<file path="src/rtl/ccd_seq_pkg.sv">
package ccd_seq_pkg;
  typedef enum logic [2:0] {
    ST_IDLE  = 3'd0,
    ST_SETUP = 3'd1,
    ST_GATE  = 3'd2,
    ST_HOLD  = 3'd3,
    ST_READ  = 3'd4
  } seq_state_t;
endpackage

</file>
<file path="src/rtl/ccd_tick_div.sv">
module ccd_tick_div #(
  parameter int DIV_W = 8
) (
  input  logic             clk,
  input  logic             rst_n,
  input  logic [DIV_W-1:0] cfg_div,
  output logic             tick,
  output logic             tick_first
);
  logic [DIV_W-1:0] cnt_q, cnt_d;

  always_comb begin
    tick       = (cnt_q >= cfg_div);
    tick_first = (cnt_q == '0);
    cnt_d      = tick ? '0 : cnt_q + DIV_W'(1);
  end

  always_ff @(posedge clk or negedge rst_n) begin
    if (!rst_n) cnt_q <= '0;
    else        cnt_q <= cnt_d;
  end
endmodule

</file>
<file path="src/rtl/ccd_line_fsm.sv">
module ccd_line_fsm
  import ccd_seq_pkg::*;
#(
  parameter int PIX_W       = 13,
  parameter int SETUP_TICKS = 30,
  parameter int ROG_TICKS   = 30,
  parameter int HOLD_TICKS  = 2
) (
  input  logic             clk,
  input  logic             rst_n,
  input  logic             tick,
  input  logic             start_req,
  input  logic [PIX_W-1:0] cfg_line_pix,
  output seq_state_t       state_o,
  output logic [1:0]       phase_o,
  output logic [PIX_W-1:0] pix_o
);
  localparam int MAX_A = (SETUP_TICKS > ROG_TICKS) ? SETUP_TICKS : ROG_TICKS;
  localparam int MAX_T = (MAX_A > HOLD_TICKS) ? MAX_A : HOLD_TICKS;
  localparam int TC_W  = (MAX_T > 1) ? $clog2(MAX_T) : 1;

  seq_state_t       st_q, st_d;
  logic [TC_W-1:0]  tc_q, tc_d;
  logic [1:0]       ph_q, ph_d;
  logic [PIX_W-1:0] px_q, px_d;
  logic             pend_q, pend_d;
  logic             want;

  always_comb begin
    want   = pend_q | start_req;
    pend_d = want;
    st_d   = st_q;
    tc_d   = tc_q;
    ph_d   = ph_q;
    px_d   = px_q;
    // the tick-qualified part: only takes effect when tick is high
    case (st_q)
      ST_IDLE: begin
        if (want && tick) begin
          st_d   = ST_SETUP;
          tc_d   = '0;
          pend_d = 1'b0;
        end
      end
      ST_SETUP: begin
        if (tc_q == TC_W'(SETUP_TICKS - 1)) begin
          st_d = ST_GATE;
          tc_d = '0;
        end else begin
          tc_d = tc_q + TC_W'(1);
        end
      end
      ST_GATE: begin
        if (tc_q == TC_W'(ROG_TICKS - 1)) begin
          st_d = ST_HOLD;
          tc_d = '0;
        end else begin
          tc_d = tc_q + TC_W'(1);
        end
      end
      ST_HOLD: begin
        if (tc_q == TC_W'(HOLD_TICKS - 1)) begin
          st_d = ST_READ;
          tc_d = '0;
          ph_d = 2'd0;
          px_d = '0;
        end else begin
          tc_d = tc_q + TC_W'(1);
        end
      end
      ST_READ: begin
        ph_d = ph_q + 2'd1;
        if (ph_q == 2'd3) begin
          if (px_q == cfg_line_pix - PIX_W'(1)) begin
            if (want) begin
              st_d = ST_SETUP;
              tc_d = '0;
              if (tick) pend_d = 1'b0;
            end else begin
              st_d = ST_IDLE;
            end
          end else begin
            px_d = px_q + PIX_W'(1);
          end
        end
      end
      default: st_d = ST_IDLE;
    endcase
  end

  always_ff @(posedge clk or negedge rst_n) begin
    if (!rst_n) begin
      st_q   <= ST_IDLE;
      tc_q   <= '0;
      ph_q   <= 2'd0;
      px_q   <= '0;
      pend_q <= 1'b0;
    end else begin
      pend_q <= pend_d;
      if (tick) begin
        st_q <= st_d;
        tc_q <= tc_d;
        ph_q <= ph_d;
        px_q <= px_d;
      end
    end
  end

  assign state_o = st_q;
  assign phase_o = ph_q;
  assign pix_o   = px_q;
endmodule

</file>
<file path="src/rtl/ccd_shutter_gate.sv">
module ccd_shutter_gate #(
  parameter int NCOL      = 3,
  parameter int PIX_W     = 13,
  parameter int EFF_FIRST = 44,
  parameter int EFF_COUNT = 5350
) (
  input  logic                  reading,
  input  logic [PIX_W-1:0]      pix,
  input  logic [NCOL*PIX_W-1:0] cfg_release,
  output logic [NCOL-1:0]       shut_d
);
  localparam logic [PIX_W:0] EF_X = (PIX_W+1)'(EFF_FIRST);
  localparam logic [PIX_W:0] EE_X = (PIX_W+1)'(EFF_FIRST + EFF_COUNT);

  for (genvar c = 0; c < NCOL; c++) begin : g_col
    logic [PIX_W:0] rel_raw, rel_eff;
    always_comb begin
      rel_raw = {1'b0, cfg_release[c*PIX_W +: PIX_W]};
      if (rel_raw >= EF_X && rel_raw < EE_X) rel_eff = EF_X;
      else                                   rel_eff = rel_raw;
      shut_d[c] = !reading || ({1'b0, pix} < rel_eff);
    end
  end
endmodule

</file>
<file path="src/rtl/ccd_line_sequencer.sv">
module ccd_line_sequencer
  import ccd_seq_pkg::*;
#(
  parameter int DIV_W       = 8,
  parameter int PIX_W       = 13,
  parameter int NCOL        = 3,
  parameter int EFF_FIRST   = 44,
  parameter int EFF_COUNT   = 5350,
  parameter int SETUP_TICKS = 30,
  parameter int ROG_TICKS   = 30,
  parameter int HOLD_TICKS  = 2
) (
  input  logic                  clk,
  input  logic                  rst_n,
  input  logic                  start_req,
  input  logic [DIV_W-1:0]      cfg_div,
  input  logic [PIX_W-1:0]      cfg_line_pix,
  input  logic [NCOL*PIX_W-1:0] cfg_release,
  output logic                  xfer_gate,
  output logic                  reg_clk1,
  output logic                  reg_clk2,
  output logic                  lat_clk1,
  output logic                  lat_clk2,
  output logic                  out_clk_a,
  output logic                  out_clk_b,
  output logic                  sample_reset,
  output logic [NCOL-1:0]       shutter,
  output logic                  line_valid,
  output logic                  sub_sample
);
  logic             tick, tick_first;
  seq_state_t       fsm_state;
  logic [1:0]       fsm_phase;
  logic [PIX_W-1:0] fsm_pix;
  logic             fsm_reading;
  logic [NCOL-1:0]  shut_d;
  logic gate_d, p1_d, p3_d, rs_d, lv_d, sub_d;

  ccd_tick_div #(.DIV_W(DIV_W)) div_i (
    .clk(clk), .rst_n(rst_n), .cfg_div(cfg_div),
    .tick(tick), .tick_first(tick_first)
  );

  ccd_line_fsm #(
    .PIX_W(PIX_W), .SETUP_TICKS(SETUP_TICKS),
    .ROG_TICKS(ROG_TICKS), .HOLD_TICKS(HOLD_TICKS)
  ) fsm_i (
    .clk(clk), .rst_n(rst_n), .tick(tick), .start_req(start_req),
    .cfg_line_pix(cfg_line_pix), .state_o(fsm_state),
    .phase_o(fsm_phase), .pix_o(fsm_pix)
  );

  assign fsm_reading = (fsm_state == ST_READ);

  ccd_shutter_gate #(
    .NCOL(NCOL), .PIX_W(PIX_W), .EFF_FIRST(EFF_FIRST), .EFF_COUNT(EFF_COUNT)
  ) shut_i (
    .reading(fsm_reading), .pix(fsm_pix),
    .cfg_release(cfg_release), .shut_d(shut_d)
  );

  always_comb begin
    gate_d = (fsm_state == ST_GATE);
    p1_d   = !fsm_reading || !fsm_phase[1];
    p3_d   = fsm_reading && !fsm_phase[0];
    rs_d   = fsm_reading && tick_first && !fsm_phase[0];
    lv_d   = fsm_reading;
    sub_d  = fsm_reading && fsm_phase[1];
  end

  // one flop per pin so no output is a copy of a shared net
  always_ff @(posedge clk or negedge rst_n) begin
    if (!rst_n) begin
      xfer_gate    <= 1'b0;
      reg_clk1     <= 1'b1;
      reg_clk2     <= 1'b0;
      lat_clk1     <= 1'b1;
      lat_clk2     <= 1'b0;
      out_clk_a    <= 1'b0;
      out_clk_b    <= 1'b1;
      sample_reset <= 1'b0;
      shutter      <= '1;
      line_valid   <= 1'b0;
      sub_sample   <= 1'b0;
    end else begin
      xfer_gate    <= gate_d;
      reg_clk1     <= p1_d;
      reg_clk2     <= !p1_d;
      lat_clk1     <= p1_d;
      lat_clk2     <= !p1_d;
      out_clk_a    <= p3_d;
      out_clk_b    <= !p3_d;
      sample_reset <= rs_d;
      shutter      <= shut_d;
      line_valid   <= lv_d;
      sub_sample   <= sub_d;
    end
  end
endmodule

</file>
<file path="config.mk">
export PLATFORM = sky130hd
export DESIGN_NAME = ccd_line_sequencer
export DESIGN_NICKNAME = d
export VERILOG_FILES = /design/src/rtl/ccd_seq_pkg.sv /design/src/rtl/ccd_tick_div.sv /design/src/rtl/ccd_line_fsm.sv /design/src/rtl/ccd_shutter_gate.sv /design/src/rtl/ccd_line_sequencer.sv
export SDC_FILE = /design/constraint.sdc
export NUM_CORES = 1
export LEC_CHECK = 0
export ABC_AREA = 1
export BUFFER_PORTS_ARGS = -buffer_cell sky130_fd_sc_hd__buf_2
export CAP_MARGIN = 10
export CORE_MARGIN = 8
export CORE_UTILIZATION = 45
export CTS_CLUSTER_DIAMETER = 60
export CTS_CLUSTER_SIZE = 25
export DETAILED_ROUTE_END_ITERATION = 8
export GPL_ROUTABILITY_DRIVEN = 0
export PLACE_DENSITY = 0.67
export SETUP_SLACK_MARGIN = 0.2
export SLEW_MARGIN = 20
export SYNTH_ARGS = -nofsm -noshare
export SYNTH_HDL_FRONTEND = slang
export SYNTH_SLANG_ARGS = --single-unit
</file>
<file path="constraint.sdc">
create_clock -name clk -period 2.2 [get_ports clk]
set_clock_uncertainty 0.2 [all_clocks]
set_input_delay 0.33 -clock clk [delete_from_list [all_inputs] [get_ports clk]]
set_output_delay 0.33 -clock clk [all_outputs]
set_load 0.05 [all_outputs]
</file>
# Word level (Yosys, flattened, before mapping)
# Cells that the tools add are included.
totals:
  reg_bits: 43
  word_cells: 104
classes:
  addsub: 5
  order_cmp: 10
  n_eq_ne: 16
  n_mux: 31
  bitwise_logic: 1
  reduce_logical: 26
ops:
  columns: ["cell", "count"]
  rows:
  - ["$mux W13", 6]
  - ["$ge A13 B6 Y1 const B", 3]
  - ["$lt A13 B13 Y1", 3]
  - ["$lt A13 B13 Y1 const B", 3]
  - ["$mux W5", 6]
  - ["$pmux W13 S2", 1]
  - ["$pmux W5 S4", 1]
  - ["$mux W3", 6]
  - ["$pmux W3 S5", 1]
  - ["$ne A2 B1 Y1 const B", 7]
  - ["$add A13 B1 Y13 const B", 1]
  - ["$eq A13 B13 Y1", 1]
  - ["$sub A13 B1 Y13 const B", 1]
  - ["$add A8 B1 Y8 const B", 1]
  - ["$ge A8 B8 Y1", 1]
  - ["$logic_and A1 B1 Y1", 8]
  - ["$logic_not A8 Y1", 1]
  - ["$mux W8", 1]
  - ["$reduce_and A7 Y1", 1]
  - ["$eq A3 B2 Y1 const B", 2]
  - ["$mux W1", 6]
  - ["$reduce_and A6 Y1", 1]
  - ["$add A5 B1 Y5 const B", 1]
  - ["$eq A5 B1 Y1 const B", 1]
  - ["18 further kinds", 25]

# Depth between registers and ports, before layout
logic_depth:
  depth_word: 6
  ltp_mapped: 17
  mapped_depth_nobuf: 17

# Modules after synthesis
# From an unflattened synthesis, not the netlist that was laid out.
hier_totals:
  cells_unflattened: 722
  area_unflattened_um2: 4767.1
modules_own_cells:
  columns: ["mod", "n_inst", "cells_per_inst", "area_each_um2", "seq_area_each_um2"]
  rows:
  - ["ccd_line_fsm", 1, 356, 2304.7, 600.6]
  - ["ccd_shutter_gate", 1, 262, 1487.7, 0.0]
  - ["ccd_tick_div", 1, 79, 625.6, 200.2]
  - ["ccd_line_sequencer", 1, 25, 349.1, 256.5]

# Worst setup path after synthesis
# OpenSTA, ideal clock, no wires.
synth_timing:
  path_type: "input-to-reg"
  from: "input cfg_release[24]"
  to: "register shutter[1]"
  setup_time_ns: 0.061
  arrival_time_ns: 2.093
  required_time_ns: 1.939
  path_slack_ns: -0.154
  stages: 13
  n_path_buf: 0
  path_cell_list: "nor4b_1 -> o211ai_1 -> nand3_1 -> inv_1 -> nand2_1 -> nand2_1 -> ha_1 -> a21oi_1 -> nor2_1 -> a211oi_1 -> o221a_2 -> nand2_1 -> nand2_1"
synth_between:
  elab_chain_cells: 5
synth_lines:
  columns: ["item", "line", "text"]
  rows:
  - ["from (decl)", "ccd_line_sequencer.sv:18", "input logic [NCOL*PIX_W-1:0] cfg_release,"]
  - ["$ge A13 B6 Y1 / $lt A13 B13 Y1 (equally long branches)", "ccd_shutter_gate.sv:19", "if (rel_raw >= EF_X && rel_raw < EE_X) rel_eff = EF_X;"]
  - ["$logic_and A1 B1 Y1", "ccd_shutter_gate.sv:19", null]
  - ["$mux W13 *", "ccd_shutter_gate.sv:19", null]
  - ["$lt A13 B13 Y1 *", "ccd_shutter_gate.sv:21", "shut_d[c] = !reading || ({1'b0, pix} < rel_eff);"]
  - ["$logic_or A1 B1 Y1 *", "ccd_shutter_gate.sv:21", null]
  - ["via shut_d[1]", "ccd_line_sequencer.sv:36", "logic [NCOL-1:0] shut_d;"]
  - ["to (signal assigned)", "ccd_line_sequencer.sv:94", "shutter <= shut_d;"]
  - ["to (decl)", "ccd_line_sequencer.sv:27", "output logic [NCOL-1:0] shutter,"]
# The timed path passes the listed nets; every way through them passes the cells marked *.
# A chain may end at the register's enable or synchronous reset.

# Worst setup path in the final report
# Ends and elaborated chain as after synthesis.

==> impl_metrics.py <==
metrics = {
    "status": {
        "status": "finished with violations",
        "failed_checks": "setup timing",
    },
    "routing": {
        "viasPerCell": 5.27,
        "remaining_drc_errors": 0,
        "drt_iter0_drc": 251,
        "wl_per_cell_um": 14.4,
        "finalWirelength_um": 13300,
        "via_count": 4851,
        "postRouteAntennaNets": 0,
        "first_pass_iters": 5,
    },
    "worst_setup_path": {
        "slowest_stage": "ha_1",
        "required_ns": 2.23,
        "crit_family": "simple AND/OR/NAND/NOR gates",
        "critPathKind": "input port to flip-flop",
        "cp_max_fo": 7,
        "crit_buf_inv": 3,
        "crit_arrival_ns": 2.28,
        "cp-end-kind": "flip-flop",
        "worst_path_most_repeated_cell": "nand2_1",
        "cp_cell_sequence": "buf_2 > buf_4 > nor4_2 > o211ai_1 > nand2_4 > buf_4 > nand2_1 > ha_1 > nand4_1 > nor3_1 > nand2_1 > nand2_1 > nand2_1",
        "crit_path_start_kind": "input port",
        "max_stage_delay_ns": 0.32,
    },
    "clock_network": {
        "cts_root_buf": "clkbuf_8",
        "cts_buffers": 5,
        "cts_sinks": 42,
        "clkTransAtPathRegs_ns": 0.08,
        "cts.path.max_buffers": 2,
        "worstSkewPairLatency_ns": 0.30,
        "h-tree-depth": 2,
        "cts_tree": "done",
    },
    "logic_synthesis": {
        "synthAdderAreaFrac_pct": 15.1,
        "yosysWarnings": 0,
        "synth_compound_area_share_pct": 10.2,
        "synth_xor_area_share_pct": 3.51,
        "synthMuxAreaShare_pct": 0,
        "synth-simple-area-share_pct": 36.9,
        "ys_ff_latch": 42,
        "synth_top_family_by_area": "simple AND/OR/NAND/NOR gates",
        "synth.avg_cell_area_um2": 6.78,
        "syn_inst": 625,
        "synth_area_um2": 4240,
        "synthesis.nets": 739,
        "seq_area_frac_synth_pct": 24.9,
        "synth.distinct_cells": 38,
    },
    "timing": {
        "whs_ns": 0.117,
        "finalHoldViolCount": 0,
        "timing.final.ws_setup_ns": -0.0519,
        "period_share_pct": 102,
        "setup_viol": 1,
        "max_slew_margin_pct": 64.3,
        "maxSlewViolCount": 0,
        "worst_slew_pin_slew_ns": 0.536,
        "fmax_mhz": 444,
        "rsz0062_at_grt": "yes",
        "period_minus_slack_ns": 2.25,
    },
    "pwr": {
        "power_density_nw_per_um2": 581,
        "vdd_drop_max_mv": 0.421,
        "p_leak_nw": 3.20,
    },
    "placement": {
        "port_buffers": 75,
        "place_hpwl_um": 9350,
    },
    "global_route": {
        "overflow": 0,
        "grt_max_degree": 43,
        "track_usage_pct": 18.6,
        "grt_pass1_wl_um": 20000,
        "antenna_found_initial": 0,
        "grt_pass1_vias": 4567,
    },
    "floorplan": {
        "die_area_um2": 12800,
        "rows": 35,
        "die_height_um": 113,
        "ioPinCount": 76,
        "initial_utilization_pct": 46.1,
        "die_x_um": 113,
        "core_um2": 9200,
    },
    "layout": {
        "area_growth_pct": 52.8,
        "drive_above_1_share_pct": 42.2,
        "final_nets": 922,
        "diodes": 0,
        "finalCoreUtilization_pct": 70.4,
    },
    "flow_run": {
        "maxCapViolCount": 0,
    },
    "worst_hold_path": {
        "holdCritPathClass": "input port to flip-flop",
    },
}
flip-flops by register name, summed over array words and instances, names as in the netlist:
signal	flops
lat_clk1	1
fsm_i.pend_q	1
xfer_gate	1
fsm_i.pix_o	13
out_clk_a	1
sample_reset	1
out_clk_b	1
fsm_i.state_o	3
div_i.cnt_q	8
fsm_i.tc_q	5
shutter	3
line_valid	1
lat_clk2	1
fsm_i.phase_o	2
cell type report:
| type | count | area, um2 |
|---|---|---|
| fillers | 721 | 2720 |
| clock buffers | 6 | 72.6 |
| well taps | 111 | 139 |
| clock inverters | 2 | 37.5 |
| multi-input cells | 488 | 3450 |
| flip-flops and latches | 42 | 1060 |
| repair buffers | 186 | 1390 |
| inverters | 85 | 324 |
stage by stage:
stage                     instances  area (um2)  TNS (ns)  power [mW]  setup WS [ns]
after floorplan                 625        4300  -0.00968        1.93       -0.00968
after global placement          889        5420     -1.52        2.45         -0.245
after detailed placement        889        5420     -2.79        2.50         -0.385
after CTS                       910        5940         0        3.34         0.0534
after global routing            920        6470    -0.812        4.05         -0.169
final                           920        6470   -0.0519        3.76        -0.0519
timing repair:
action,CTS,global route
resized for setup,57,105
setup buffers,10,10
gates cloned,2,0
hold buffers,1,0
pin swaps,21,44
setup endpoints to repair,29,29
endpoints found under the hold margin,37,0
where the power goes:
group / switching, mW / leakage [nW] / internal [mW] / total (mW)
registers: 0.137 / 0.548 / 0.910 / 1.05
clock network: 0.275 / 0.0514 / 0.339 / 0.614
logic: 1.14 / 2.60 / 0.960 / 2.10
total: 1.56 / 3.20 / 2.21 / 3.76
worst min-delay path: cells and delay by family:
kind	cells	cell delay (ns)
AOI/OAI and AO/OA	1	0.11
buffers and inverters	1	0.08
and+or+nand+nor	1	0.06
path summary, 6_finish.rpt:
kind / endpoint / start / slack [ns] / depth (start not counted)
worst max register to register: fsm_i.pix_o[8]$_DFFE_PN0P_ / div_i.cnt_q[7]$_DFF_PN0_ / 0.05 / 12
min in group asynchronous: fsm_i.state_o[0]$_DFFE_PN0P_ / rst_n / 0.43 / 3
worst min register to register: out_clk_a$_DFF_PN0_ / fsm_i.phase_o[0]$_DFFE_PN0P_ / 0.29 / 1
max in group asynchronous: fsm_i.pix_o[6]$_DFFE_PN0P_ / rst_n / 0.97 / 3
worst max-delay path: shutter[1]$_DFF_PN1_ / cfg_release[24] / -0.05 / 13
worst min-delay path: fsm_i.pend_q$_DFF_PN0_ / start_req / 0.12 / 3
layout by cell type (no fill, tap or decap), types with 3 or more instances in the layout:
cell | netlist | final
xor2_1 | 10 | 9
nor3_1 | 15 | 12
nor2_1 | 74 | 59
xnor2_1 | 7 | 6
o21ai_1 | 4 | 9
a21oi_1 | 22 | 13
nand2_1 | 167 | 144
nor2_4 | 3 | 10
o21ai_2 | 10 | 11
buf_4 | 4 | 96
nand4_1 | 14 | 14
nand3_1 | 39 | 36
clkbuf_8 | 0 | 5
dfrtp_1 | 37 | 36
nand2_2 | 12 | 18
o211ai_1 | 5 | 5
buf_12 | 0 | 4
ha_1 | 51 | 32
nor3b_2 | 0 | 5
inv_2 | 0 | 13
ha_4 | 0 | 17
nand2_4 | 1 | 18
buf_2 | 3 | 68
o21ai_0 | 13 | 6
or2_2 | 4 | 4
inv_1 | 85 | 70
dfstp_2 | 5 | 5
a21oi_2 | 0 | 9
nor2_2 | 5 | 13
a211oi_1 | 6 | 3
nand3b_1 | 4 | 4
a211oi_2 | 0 | 3
nor4_1 | 7 | 3
buf_6 | 1 | 13
routing by layer:
layer / up-vias / part of all wire, % / wire length, um / GRT usage [%]
met5: - / 0 / 0 / 0
li1: 2409 / - / - / -
met4: 0 / 2.5 / 338 / 5.68
met3: 32 / 4.7 / 620 / 2.50
met2: 167 / 51 / 6740 / 33.0
met1: 2243 / 42 / 5590 / 22.8
cells in the mapped netlist:
cell / instances / area [um2]
nand2_2: 12 / 75.1
o2111ai_1: 1 / 8.76
xnor2_1: 7 / 61.3
a211oi_1: 6 / 45.0
nor3_1: 15 / 75.1
o21ai_0: 13 / 65.1
o211ai_1: 5 / 37.5
a2111oi_0: 1 / 8.76
a31oi_1: 1 / 6.26
dfstp_2: 5 / 131
nor2_1: 74 / 278
nor2_2: 5 / 31.3
clkbuf_1: 1 / 3.75
a21oi_1: 22 / 110
o221a_2: 2 / 22.5
nor3b_1: 5 / 37.5
and3_1: 1 / 6.26
or2_2: 4 / 25.0
nor4b_1: 1 / 8.76
nand4_1: 14 / 87.6
o21ai_1: 4 / 20.0
buf_8: 1 / 15.0
nand3b_1: 4 / 30.0
dfrtp_1: 37 / 926
xor2_1: 10 / 87.6
inv_1: 85 / 319
nand3_1: 39 / 195
o21bai_1: 2 / 15.0
ha_1: 51 / 638
nor4_1: 7 / 43.8
buf_2: 3 / 15.0
buf_4: 4 / 30.0
nor2_4: 3 / 33.8
a21o_1: 1 / 7.51
buf_6: 1 / 11.3
nand2_4: 1 / 11.3
o21ai_2: 10 / 87.6
nand2_1: 167 / 627
logic make-up (layout without fill, tap and decap cells):
group	after synthesis	in the layout
compound gates	68	68
flops	42	42
fa+ha+maj	51	51
xor+xnor	17	17
simple gates	352	352
buf+inv	95	279
Note: power is estimated with default switching activity, not from simulation.
